### src/rtl/hwc_pkg.sv
`timescale 1ns/1ps
package hwc_pkg;
   localparam int CODE_BITS  = 2;
   localparam int NUM_COLORS = 3;
   localparam int ADDR_CTRL  = 0;

   typedef enum logic [CODE_BITS-1:0] {
      CODE_CLEAR = 2'd0,
      CODE_COL1  = 2'd1,
      CODE_COL2  = 2'd2,
      CODE_COL3  = 2'd3
   } hwc_code_e;

   typedef struct packed {
      logic ilace;
      logic dbl_v;
      logic dbl_h;
   } hwc_mode_t;
endpackage

### src/rtl/hwc_regs.sv
`timescale 1ns/1ps
module hwc_regs
   import hwc_pkg::*;
#(
   parameter int DATA_W = 32,
   parameter int ADDR_W = 4,
   parameter int PIX_W  = 24,
   parameter int X_W    = 12,
   parameter int Y_W    = 12,
   parameter int ROWS   = 16,
   parameter int CNT_W  = $clog2(ROWS + 1)
) (
   input  logic                              clk,
   input  logic                              rst_n,
   input  logic                              reg_we,
   input  logic [ADDR_W-1:0]                 reg_addr,
   input  logic [DATA_W-1:0]                 reg_wdata,
   output logic [X_W-1:0]                    x_start,
   output logic [Y_W-1:0]                    y_start,
   output hwc_mode_t                         mode,
   output logic [NUM_COLORS:1][PIX_W-1:0]    colors,
   output logic [ROWS-1:0][DATA_W-1:0]       bitmap,
   output logic [CNT_W-1:0]                  cap_left,
   output logic                              ext_dec_en
);
   localparam int MODE_LSB = X_W + Y_W;
   localparam int MODE_W   = $bits(hwc_mode_t);

   if (MODE_LSB + MODE_W > DATA_W) begin : g_bad_ctrl
      $error("hwc_regs: control fields do not fit in DATA_W");
   end
   if (PIX_W > DATA_W) begin : g_bad_pix
      $error("hwc_regs: PIX_W wider than DATA_W");
   end
   if ((1 << ADDR_W) <= NUM_COLORS + 1) begin : g_bad_addr
      $error("hwc_regs: ADDR_W too narrow for the register set");
   end

   logic             cap_busy;
   logic [CNT_W-1:0] cap_idx;
   logic             ctrl_wr;

   assign cap_busy   = (cap_left != '0);
   assign cap_idx    = CNT_W'(ROWS) - cap_left;
   assign ctrl_wr    = reg_we && !cap_busy && (reg_addr == ADDR_W'(ADDR_CTRL));
   assign ext_dec_en = reg_we && !cap_busy && (reg_addr > ADDR_W'(NUM_COLORS));

   always_ff @(posedge clk or negedge rst_n) begin
      if (!rst_n) begin
         x_start  <= '0;
         y_start  <= '0;
         mode     <= '0;
         cap_left <= '0;
      end else if (ctrl_wr) begin
         x_start  <= reg_wdata[X_W-1:0];
         y_start  <= reg_wdata[X_W +: Y_W];
         mode     <= hwc_mode_t'(reg_wdata[MODE_LSB +: MODE_W]);
         cap_left <= CNT_W'(ROWS);
      end else if (reg_we && cap_busy) begin
         cap_left <= cap_left - 1'b1;
      end
   end

   for (genvar k = 1; k <= NUM_COLORS; k++) begin : g_color
      logic col_wr;
      assign col_wr = reg_we && !cap_busy && (reg_addr == ADDR_W'(k));
      always_ff @(posedge clk or negedge rst_n) begin
         if (!rst_n)      colors[k] <= '0;
         else if (col_wr) colors[k] <= reg_wdata[PIX_W-1:0];
      end
   end

   for (genvar r = 0; r < ROWS; r++) begin : g_line
      logic line_wr;
      assign line_wr = reg_we && cap_busy && (cap_idx == CNT_W'(r));
      always_ff @(posedge clk or negedge rst_n) begin
         if (!rst_n)       bitmap[r] <= '0;
         else if (line_wr) bitmap[r] <= reg_wdata;
      end
   end
endmodule

### src/rtl/hwc_locate.sv
`timescale 1ns/1ps
module hwc_locate
   import hwc_pkg::*;
#(
   parameter int X_W  = 12,
   parameter int Y_W  = 12,
   parameter int ROWS = 16,
   parameter int COLS = 16,
   parameter int RI_W = $clog2(ROWS),
   parameter int CI_W = $clog2(COLS)
) (
   input  logic [X_W-1:0]  h_cnt,
   input  logic [Y_W-1:0]  v_cnt,
   input  logic [X_W-1:0]  x_start,
   input  logic [Y_W-1:0]  y_start,
   input  hwc_mode_t       mode,
   output logic            hit_win,
   output logic [RI_W-1:0] row,
   output logic [CI_W-1:0] col
);
   if (X_W <= CI_W + 1 || Y_W <= RI_W + 2) begin : g_bad_w
      $error("hwc_locate: counter widths too small for the cursor");
   end

   logic [X_W:0]   dx;
   logic [Y_W:0]   dy;
   logic [X_W-1:0] col_full;
   logic [Y_W-1:0] row_full;
   logic [1:0]     v_shift;
   logic           in_x;
   logic           in_y;

   always_comb begin
      dx       = {1'b0, h_cnt} - {1'b0, x_start};
      dy       = {1'b0, v_cnt} - {1'b0, y_start};
      v_shift  = {1'b0, mode.dbl_v} + {1'b0, mode.ilace};
      col_full = dx[X_W-1:0] >> mode.dbl_h;
      row_full = dy[Y_W-1:0] >> v_shift;
      in_x     = !dx[X_W] && (col_full < X_W'(COLS));
      in_y     = !dy[Y_W] && (row_full < Y_W'(ROWS));
      hit_win  = in_x && in_y;
      col      = col_full[CI_W-1:0];
      row      = row_full[RI_W-1:0];
   end
endmodule

### src/rtl/hwc_pixmux.sv
`timescale 1ns/1ps
module hwc_pixmux
   import hwc_pkg::*;
#(
   parameter int PIX_W  = 24,
   parameter int DATA_W = 32,
   parameter int ROWS   = 16,
   parameter int COLS   = 16,
   parameter int RI_W   = $clog2(ROWS),
   parameter int CI_W   = $clog2(COLS)
) (
   input  logic                           clk,
   input  logic                           rst_n,
   input  logic                           disp_active,
   input  logic                           hit_win,
   input  logic [RI_W-1:0]                row,
   input  logic [CI_W-1:0]                col,
   input  logic [ROWS-1:0][DATA_W-1:0]    bitmap,
   input  logic [NUM_COLORS:1][PIX_W-1:0] colors,
   input  logic [PIX_W-1:0]               pix_in,
   output logic [PIX_W-1:0]               pix_out,
   output logic                           cur_hit
);
   localparam int NCHOICE = 1 << CODE_BITS;

   if (NCHOICE != NUM_COLORS + 1) begin : g_bad_codes
      $error("hwc_pixmux: colour count does not match the code width");
   end
   if (COLS * CODE_BITS != DATA_W) begin : g_bad_line
      $error("hwc_pixmux: a bitmap line must fill one data word");
   end

   logic [DATA_W-1:0] line;
   hwc_code_e         code;
   logic [PIX_W-1:0]  choice [NCHOICE];
   logic              draw;

   assign choice[0] = pix_in;
   for (genvar k = 1; k < NCHOICE; k++) begin : g_choice
      assign choice[k] = colors[k];
   end

   always_comb begin
      line = bitmap[row];
      code = hwc_code_e'(line[col*CODE_BITS +: CODE_BITS]);
      draw = disp_active && hit_win && (code != CODE_CLEAR);
   end

   always_ff @(posedge clk or negedge rst_n) begin
      if (!rst_n) begin
         pix_out <= '0;
         cur_hit <= 1'b0;
      end else begin
         pix_out <= draw ? choice[code] : pix_in;
         cur_hit <= draw;
      end
   end
endmodule

### src/rtl/hwc_overlay.sv
`timescale 1ns/1ps
module hwc_overlay
   import hwc_pkg::*;
#(
   parameter int DATA_W = 32,
   parameter int ADDR_W = 4,
   parameter int PIX_W  = 24,
   parameter int X_W    = 12,
   parameter int Y_W    = 12,
   parameter int ROWS   = 16,
   parameter int COLS   = 16
) (
   input  logic              clk,
   input  logic              rst_n,
   input  logic              reg_we,
   input  logic [ADDR_W-1:0] reg_addr,
   input  logic [DATA_W-1:0] reg_wdata,
   output logic              ext_dec_en,
   input  logic              disp_active,
   input  logic [X_W-1:0]    h_cnt,
   input  logic [Y_W-1:0]    v_cnt,
   input  logic [PIX_W-1:0]  pix_in,
   output logic [PIX_W-1:0]  pix_out,
   output logic              cur_hit
);
   localparam int CNT_W = $clog2(ROWS + 1);
   localparam int RI_W  = $clog2(ROWS);
   localparam int CI_W  = $clog2(COLS);

   logic [X_W-1:0]                 x_start;
   logic [Y_W-1:0]                 y_start;
   hwc_mode_t                      mode;
   logic [NUM_COLORS:1][PIX_W-1:0] colors;
   logic [ROWS-1:0][DATA_W-1:0]    bitmap;
   logic [CNT_W-1:0]               cap_left;
   logic                           hit_win;
   logic [RI_W-1:0]                row;
   logic [CI_W-1:0]                col;

   hwc_regs #(
      .DATA_W(DATA_W), .ADDR_W(ADDR_W), .PIX_W(PIX_W),
      .X_W(X_W), .Y_W(Y_W), .ROWS(ROWS), .CNT_W(CNT_W)
   ) regs_i (
      .clk(clk), .rst_n(rst_n), .reg_we(reg_we), .reg_addr(reg_addr),
      .reg_wdata(reg_wdata), .x_start(x_start), .y_start(y_start),
      .mode(mode), .colors(colors), .bitmap(bitmap),
      .cap_left(cap_left), .ext_dec_en(ext_dec_en)
   );

   hwc_locate #(
      .X_W(X_W), .Y_W(Y_W), .ROWS(ROWS), .COLS(COLS),
      .RI_W(RI_W), .CI_W(CI_W)
   ) locate_i (
      .h_cnt(h_cnt), .v_cnt(v_cnt), .x_start(x_start), .y_start(y_start),
      .mode(mode), .hit_win(hit_win), .row(row), .col(col)
   );

   hwc_pixmux #(
      .PIX_W(PIX_W), .DATA_W(DATA_W), .ROWS(ROWS), .COLS(COLS),
      .RI_W(RI_W), .CI_W(CI_W)
   ) mux_i (
      .clk(clk), .rst_n(rst_n), .disp_active(disp_active),
      .hit_win(hit_win), .row(row), .col(col), .bitmap(bitmap),
      .colors(colors), .pix_in(pix_in), .pix_out(pix_out),
      .cur_hit(cur_hit)
   );
endmodule

### config.mk
export PLATFORM = sky130hd
export DESIGN_NAME = hwc_overlay
export DESIGN_NICKNAME = d
export VERILOG_FILES = /design/src/rtl/hwc_pkg.sv /design/src/rtl/hwc_regs.sv /design/src/rtl/hwc_locate.sv /design/src/rtl/hwc_pixmux.sv /design/src/rtl/hwc_overlay.sv
export SDC_FILE = /design/constraint.sdc
export NUM_CORES = 1
export LEC_CHECK = 0
export ABC_CLOCK_PERIOD_IN_PS = 5950
export BUFFER_PORTS_ARGS = -buffer_cell sky130_fd_sc_hd__clkbuf_2
export CAP_MARGIN = 20
export CORE_MARGIN = 4
export CORE_UTILIZATION = 40
export DETAILED_ROUTE_END_ITERATION = 6
export PLACE_DENSITY = 0.56
export SKIP_CTS_REPAIR_TIMING = 1
export SYNTH_ARGS = -nofsm -noshare
export SYNTH_HDL_FRONTEND = slang
export SYNTH_SLANG_ARGS = --single-unit
### constraint.sdc
create_clock -name clk -period 5.95 [get_ports clk]
set_clock_uncertainty 0.05 [all_clocks]
set_input_delay 0.595 -clock clk [delete_from_list [all_inputs] [get_ports clk]]
set_output_delay 0.595 -clock clk [all_outputs]
set_load 0.01 [all_outputs]
# Word level (Yosys, flattened, before mapping)
# Cells that the tools add are included.
# totals
register_bits	641
inputBits	88
# op_classes
n_addsub	5
n_lt_le_gt_ge	5
n_eq_ne	18
shift	3
mux	8
n_bitwise	1
reduce_logical	36
# op_table
cell	n
32-bit binary-select mux with 4-bit select	1
24-bit 2-to-1 mux	3
24-bit binary-select mux with 2-bit select	1
5-bit by 4-bit equality test with 1-bit output, second input constant	8
32-bit 2-to-1 mux	1
32-bit by 6-bit indexed part select with 2-bit output	1
1-bit logical AND	28
12-bit by 12-bit subtractor with 13-bit output	2
12-bit by 5-bit < comparator with 1-bit output, second input constant	2
5-bit by 3-bit equality test with 1-bit output, second input constant	4
12-bit by 1-bit right shift with 12-bit output	1
12-bit by 2-bit right shift with 12-bit output	1
5-bit by 2-bit equality test with 1-bit output, second input constant	2
5-bit 2-to-1 mux	2
4-bit by 2-bit equality test with 1-bit output, second input constant	2
5-bit by 1-bit equality test with 1-bit output, second input constant	1
5-bit zero test	1
4-bit by 5-bit < comparator with 1-bit output, second input constant	1
5-bit nonzero test	1
5-bit by 1-bit subtractor with 5-bit output, second input constant	1
5-bit subtractor, first input constant	1
4-bit by 1-bit equality test with 1-bit output, second input constant	1
4-bit by 2-bit > comparator with 1-bit output, second input constant	1
4-bit zero test	1
5 further kinds	8

# Longest topological paths before layout
# Gate-level depths: netlist (run 1).
# logic_depth
depth_word	10
depth_mapped	22
depth_no_buf	15

# Cells and area by module
# From an unflattened synthesis (run 1), not the netlist that was laid out.
# hier_totals
cells_unflattened	2118
area_unflattened_um2	30890.9
# by_module_without_submodules
mod	n_inst	cells_per_inst	area_per_inst_um2	seq_area_each_um2
hwc_regs	1	1432	23636.4	15414.8
hwc_pixmux	1	481	5860.6	625.6
hwc_locate	1	205	1393.8	0.0

# Worst setup path before layout (run 1)
# Ideal clock, no wire load.
# synth_timing
kind	input -> register
start	in v_cnt[0]
end	reg mux_i.pix_out[13]
setup_ns	0.086
arrival_time_ns	4.614
required_time_ns	5.814
slack_ns	1.201
cell_stages	17
n_path_buf	2
cell_sequence	inv_1 -> ha_1 -> fa_1 -> nand2b_4 -> a211o_1 -> a311oi_4 -> o21ai_1 -> nor3_2 -> a22o_1 -> a221oi_1 -> and3_1 -> or4_1 -> o32a_1 -> or3b_1 -> buf_2 -> buf_6 -> o221ai_2
# synth_between
elab_chain_cells	10
word_cells_on_any_way	17
cone_classes	add/sub: 1; order compare: 1; shift: 2; mux: 6; bitwise: 1; reduce/logical: 6
# synth_rtl
element	line_no	source
from (decl)	hwc_overlay.sv:21	input logic [Y_W-1:0] v_cnt,
12-bit by 12-bit subtractor with 13-bit output *	hwc_locate.sv:35	dy = {1'b0, v_cnt} - {1'b0, y_start};
12-bit by 2-bit right shift with 12-bit output	hwc_locate.sv:38	row_full = dy[Y_W-1:0] >> v_shift;
32-bit binary-select mux with 4-bit select	hwc_pixmux.sv:44	line = bitmap[row];
32-bit 2-to-1 mux (implied by the code)	hwc_pixmux.sv:44	
32-bit by 6-bit indexed part select with 2-bit output	hwc_pixmux.sv:45	code = hwc_code_e'(line[col*CODE_BITS +: CODE_BITS]);
2-bit NOT with 3-bit output (implied by the code)	hwc_pixmux.sv:54	pix_out <= draw ? choice[code] : pix_in;
24-bit binary-select mux with 2-bit select	hwc_pixmux.sv:54	
24-bit 2-to-1 mux (implied by the code) (2 in a row)	hwc_pixmux.sv:54	
24-bit 2-to-1 mux *	hwc_pixmux.sv:54	
to (signal assigned)	hwc_pixmux.sv:54	
to (decl)	hwc_pixmux.sv:21	output logic [PIX_W-1:0] pix_out,
# Mark *: on every way between the ends. The rest lies on a longest branch, timed or not. The select of a mux whose other input is x is not followed.
# A chain may end at the register's enable or synchronous reset.

# Worst setup path in the final report (run 1)
# layout_timing
start	reg regs_i.y_start[0]
end	reg mux_i.pix_out[2]
# layout_between
elab_chain_cells	10
word_cells_on_any_way	17
cone_classes	add/sub: 1; order compare: 1; shift: 2; mux: 6; bitwise: 1; reduce/logical: 6
# layout_rtl
element	line_no	source
from (decl)	hwc_regs.sv:19	output logic [Y_W-1:0] y_start,
from (signal assigned)	hwc_regs.sv:56	y_start <= reg_wdata[X_W +: Y_W];
12-bit by 12-bit subtractor with 13-bit output *	hwc_locate.sv:35	
12-bit by 2-bit right shift with 12-bit output	hwc_locate.sv:38	
32-bit binary-select mux with 4-bit select	hwc_pixmux.sv:44	
32-bit 2-to-1 mux (implied by the code)	hwc_pixmux.sv:44	
32-bit by 6-bit indexed part select with 2-bit output	hwc_pixmux.sv:45	
2-bit NOT with 3-bit output (implied by the code)	hwc_pixmux.sv:54	
24-bit binary-select mux with 2-bit select	hwc_pixmux.sv:54	
24-bit 2-to-1 mux (implied by the code) (2 in a row)	hwc_pixmux.sv:54	
24-bit 2-to-1 mux *	hwc_pixmux.sv:54	
# Marked as above.

==> flow_summary.ini, run 1 <==
[outcome]
run_status = finished clean

[place]
gp_congestion = 0.876
port-buffer-count = 113
hpwl_um = 58900
place_ws_ns = 0.272
placed_cell_area_um2 = 33500

[synthesis]
synth_compound_area_share_pct = 7.27
synth_cell_type_count = 81
synth_fa_ha_area_share_pct = 1.39
synth_area_leaders = dfrtp_1 (51%), mux2_2 (21%), nand2_1 (4.4%), mux2i_1 (3.8%), nand3_1 (2.3%)
synthMuxAreaShare_pct = 25.7
synth_top_cell_by_area = dfrtp_1
synth-edff-count = 0
synth_common_cells = dfrtp_1 (641), mux2_2 (594), nand2_1 (373)
synth_most_common_cell = dfrtp_1
syn_avg_cell_area_um2 = 11.6
synthesis.nets = 2852
synth-simple-area-share_pct = 10.5
netlist_area_um2 = 31600
synth_top_family_by_area = multiplexers
ys_ff_latch = 641
yosysTopAreaCellShare_pct = 50.8
ys_async_sr_fraction_pct = 100
synthXorXnorAreaFrac_pct = 0.305
netlist_instances = 2730
yosysWarnings = 0
seq_area_frac_synth_pct = 50.8
synthFlopType = dfrtp_1

[floorplanning]
initial_utilization_pct = 40.6
die_w_um = 289
die_area_um2 = 83600
core_area_um2 = 77800
num_rows = 102
io_pins = 114
fp.dieH_um = 289

[clock_network]
cts.clk_slew.worst_paths_ns = 0.07
cts_sinks = 641
root_buffer = clkbuf_16
cts_tree = yes
cts_buffer_depth = 3
htree_num_levels = 3
cts_buffers = 71
clk_latency_ns = 0.62

[timing]
tightest_slew_ns = 1.09
fin_ws_ns = 0.509
post-route-period-util_pct = 91.4
drv_slew = 0
min_period_ns = 5.44
setup_tns_ns = 0
relSlewSlack_pct = 27.4
finalHoldViolations = 0
fmax_mhz = 184
setup_viol = 0
rsz0062_at_grt = no

[worst_setup_path]
path_class = flop to flop
cp.required_ns = 6.40
critPathCapture = mux_i.pix_out[2]
r2r-start = regs_i.y_start[0]
cp-end-kind = flop
ff2ff_path_depth = 18
cp_max_fo = 24
start_kind = flop
critPathArrivalTime_ns = 5.89
regToRegSetupSlack_ns = 0.51
crit_path_start = regs_i.y_start[0]
r2r_end = mux_i.pix_out[2]

[route]
ant_nets = 0
avgRoutedWirePerCell_um = 24.6
vias_per_cell = 5.78
wirelength_um = 95300
drc_errors = 0
drt_iter0_markers = 1803
vias = 22400
first_pass_iters = 5

[grt]
grt_pass1_vias = 23100
gr-usage-all-layers_pct = 22.8
grt_pass1_wl_um = 145000
antenna_found_initial = 6
grt_max_degree = 149
grt-ovfl-total = 0

[pwr]
powerDensity_nw_per_um2 = 588
irDropWorstVdd_v = 0.000565
p_leak_nw = 16.7

[flow_run]
timing.max_cap.violations = 0

[finish]
postLayoutCellArea_um2 = 36100
area_growth_pct = 14.2
layout.nets = 2892
layout-drive-gt1-share_pct = 35.2

[hold_path]
min_path_type = input pin to async pin
==> how the worst min path moves through the flow <==
stage | start | end | slack [ns] | depth (start not counted)
floorplan | rst_n | mux_i.cur_hit | 0.25 | 0
global placement | regs_i.bitmap[300] | regs_i.bitmap[300] | 0.43 | 1
detailed placement | regs_i.bitmap[307] | regs_i.bitmap[307] | 0.44 | 1
CTS | rst_n | regs_i.bitmap[3] | 0.04 | 1
global route | rst_n | regs_i.bitmap[99] | 0.08 | 1
finish | rst_n | regs_i.bitmap[188] | 0.001 | 1
==> power by group <==
part | internal, W | total (W) | switching [W] | leakage, nW
Clock | 0.00290 | 0.00472 | 0.00183 | 1.24
Combinational | 0.00401 | 0.00964 | 0.00563 | 7.17
Sequential | 0.00601 | 0.00685 | 0.000838 | 8.25
==> per-stage QoR <==
step	hold slack [ns]	utilization, %	std cells	total power [W]
after floorplan	0.249	-	2730	0.0131
after global placement	0.431	43.1	3736	0.0162
after detailed placement	0.438	43.1	3736	0.0165
after CTS	0.0365	46.3	3864	0.0213
after global routing	0.0793	46.3	3866	0.0224
final	0.00137	46.4	3868	0.0212
==> routing by layer <==
layer  wire length, µm  part of all wire, %  global-route usage [%]  up-vias
met5                 9               0.0094                       0        -
met4              3410                  3.6                    8.66        2
met3              6220                  6.5                    4.11      147
met2             44900                   47                    37.3      766
met1             40700                   43                    30.3    11600
li1                  -                    -                       -     9829
==> layout make-up <==
class	count	area [µm²]
multi-input combinational	1785	14500
clock inverter	29	405
sequential	641	16000
inverter	63	236
fill	7009	41800
clock buffer	99	2130
tap	1040	1300
antenna	3	7.51
timing repair buffer	208	1510
==> logic make-up (layout without fill, tap and decap cells) <==
family	Yosys count	in the layout
adders and majority gates	34	34
other	0	3
and+or+nand+nor	727	727
buffers and inverters	304	399
DFF	641	641
AOI/OAI and AO/OA	289	289
muxes	724	724
xor gates and xnor gates	11	11
==> cells in the final DEF, fill, tap and decap left out, drive strengths merged, types with 21 or more instances in the layout <==
cell type,instances
a21oi,38
a311oi,27
and3,33
buf,96
clkbuf,211
dfrtp,641
ha,32
inv,65
mux2,594
mux2i,119
nand2,374
nand3,145
nand4,30
nor2,57
nor3,21
o21ai,48
o221ai,49
==> flip-flops by register name (all words and copies together) (netlist names) <==
register	flops
regs_i.bitmap	512
regs_i.colors	72
mux_i.pix_out	24
regs_i.x_start	12
regs_i.y_start	12
regs_i.cap_left	5
regs_i.mode	3
mux_i.cur_hit	1
==> critical path: stages (launching register included) <==
cell	delay [ns]
dfrtp_1	0.40
ha_1	0.21
fa_1	0.44
nand2b_4	0.19
a211o_1	0.34
a311oi_4	0.33
o21ai_1	0.20
buf_4	0.23
nor3_2	0.52
buf_4	0.26
a32oi_1	0.12
and4b_1	0.26
nor4_1	0.39
a211oi_1	0.14
buf_4	0.18
o32a_1	0.21
or3b_1	0.43
buf_12	0.20
o221ai_1	0.20
No activity file was read; power rests on OpenSTA's default activity.
==> run 2, diff against run 1 <==
- ABC_CLOCK_PERIOD_IN_PS: 5950 -> 7000
- clock period: 5.95 -> 7 ns (I/O delays scaled with it)
==> run 2 against run 1 <==
Via count shrank 1.8%. Clock power shrank 19%. Global-route usage shrank 0.64 points. Register-to-register slack gained 0.78 ns. First-iteration DRC count shrank 16%. Critical path depth shrank 2. Critical endpoint is now mux_i.pix_out[1]. Highest routed layer is now met4.
==> flow_summary.ini, run 2 (synthesis results as in run 1) <==
[pwr]
total_power_w = 0.0175
p_leak_nw = 16.4
intPower_w = 0.0107
combPwrFrac_pct = 45.4
irDropWorstVdd_v = 0.000588
clock_power_share_pct = 21.7
p_sw_w = 0.00689
p_seq_share_pct = 33.0
powerDensity_nw_per_um2 = 492
switching_share_pct = 39.3

[clock_network]
root_buffer = clkbuf_16
cts.clk_slew.worst_paths_ns = 0.06
cts_tree = yes
cts_buffers = 72
clk_latency_ns = 0.61
htree_num_levels = 3
cts_sinks = 641
cts_buffer_depth = 3

[finish]
area_growth_pct = 12.8
final_common_cell = dfrtp_1
final_cell_mix = dfrtp_1 (641), mux2_2 (594), nand2_1 (373)
regMostFlops = regs_i.bitmap
postLayoutCellArea_um2 = 35700
final_cells = 3838
regArea_um2 = 16000
layout-drive-gt1-share_pct = 34.1
multi_input_area_um2 = 14400
layout.nets = 2866
largest_reg_flops = 512
post-route-util_pct = 45.8
nFillCells = 7102
reg.largest.list = regs_i.bitmap x512, regs_i.colors x72, mux_i.pix_out x24

[grt]
grt_max_degree = 169
grt_pass1_wl_um = 141000
antenna_found_initial = 5
gr-usage-all-layers_pct = 22.1
grt_pass1_vias = 22700
grt-ovfl-total = 0

[route]
first_pass_iters = 5
drc_errors = 0
vias = 22000
ant_nets = 0
vias_per_cell = 5.72
avgRoutedWirePerCell_um = 24.1
drt_iter0_markers = 1519
wirelength_um = 92600

[timing]
post-route-period-util_pct = 81.6
finalHoldViolations = 0
relSlewSlack_pct = 34.1
setup_tns_ns = 0
drv_slew = 0
min_period_ns = 5.71
tightest_slew_ns = 0.986
setup_viol = 0
rsz0062_at_grt = no
fmax_mhz = 175

[worst_setup_path]
ff2ff_path_depth = 16
r2r-start = regs_i.y_start[0]
regToRegSetupSlack_ns = 1.29
path_class = flop to flop
critPathArrivalTime_ns = 6.17
crit_path_cell_trace = ha_1 -> fa_1 -> nand2b_4 -> a211o_1 -> a311oi_4 -> o21ai_1 -> nor2_4 -> buf_4 -> a2111oi_0 -> a221oi_1 -> a221oi_1 -> o311ai_1 -> a22oi_2 -> or3b_1 -> buf_4 -> o221ai_1
crit_path_start = regs_i.y_start[0]
crit_slowest_cell = o311ai_1
start_kind = flop
cp-end-kind = flop
cp_max_fo = 24
critPathMaxStageDelay_ns = 0.66
cp.required_ns = 7.46
r2r_end = mux_i.pix_out[1]

[place]
gp_congestion = 0.857
hpwl_um = 54700
port-buffer-count = 113
placed_cell_area_um2 = 33300
place_inst = 3709

[floorplanning]
io_pins = 114
num_rows = 102
initial_utilization_pct = 40.6
core_area_um2 = 77800
die_area_um2 = 83600
die_w_um = 289
fp.dieH_um = 289

[outcome]
run_status = finished clean

[flow_run]
timing.max_cap.violations = 0

[hold_path]
min_path_type = input pin to async pin
## run 2: changes by cell type in the layout (fill, tap and decap cells not counted), sizes merged
cell,previous run,this run
buf,96,69
inv,65,66
clkinv,13,8
clkinvlp,5,2
clkbuf,211,219
bufinv,9,5
## run 2: power groups by stage
stage	registers, W	clock network, W	logic (W)
global placement	0.00578	0	0.00782
global route	0.00594	0.00404	0.00857
finish	0.00579	0.00380	0.00796
CTS	0.00578	0.00388	0.00798
detailed placement	0.00584	0	0.00794
floorplan	0.00563	0	0.00547
## run 2: through the flow
| stage | setup slack [ns] | hold WS [ns] |
|---|---|---|
| global placement | 0.903 | 0.429 |
| floorplan | 2.15 | 0.354 |
| CTS | 1.32 | 0.118 |
| finish | 1.29 | 0.0990 |
| detailed placement | 0.912 | 0.434 |
| global route | 0.977 | 0.148 |
## run 2: worst max path at each step
stage / end / slack [ns] / depth (start not counted)
2_1_floorplan: mux_i.pix_out[13] / 2.15 / 17
3_5_place_dp: mux_i.pix_out[17] / 0.91 / 18
4_1_cts: mux_i.pix_out[1] / 1.32 / 16
3_3_place_gp: mux_i.pix_out[0] / 0.90 / 18
6_report: mux_i.pix_out[1] / 1.29 / 16
5_1_grt: mux_i.pix_out[1] / 0.98 / 16
## run 2: routing by layer
layer	track usage, %	routed length (µm)
met4	6.85	2590
met5	0	0
met2	37.5	44800
met1	29.7	40500
met3	3.01	4720
## run 2: cell type report
class,instances,share of cell area (%)
flip-flops and latches,641,45.0
multi-input cells,1785,40.5
clock buffers,107,5.97
well taps,1040,3.65
repair buffers,181,3.54
inverters,63,0.663
clock inverters,18,0.649
diodes,3,0.0211
## run 2: critical path, delay by kind of cell, from the launching register on
family	cells	cell delay, ns
buffers and inverters	2	0.60
adders and majority gates	2	0.64
and+or+nand+nor	3	1.22
AOI/OAI and AO/OA	9	2.68
DFF	1	0.40
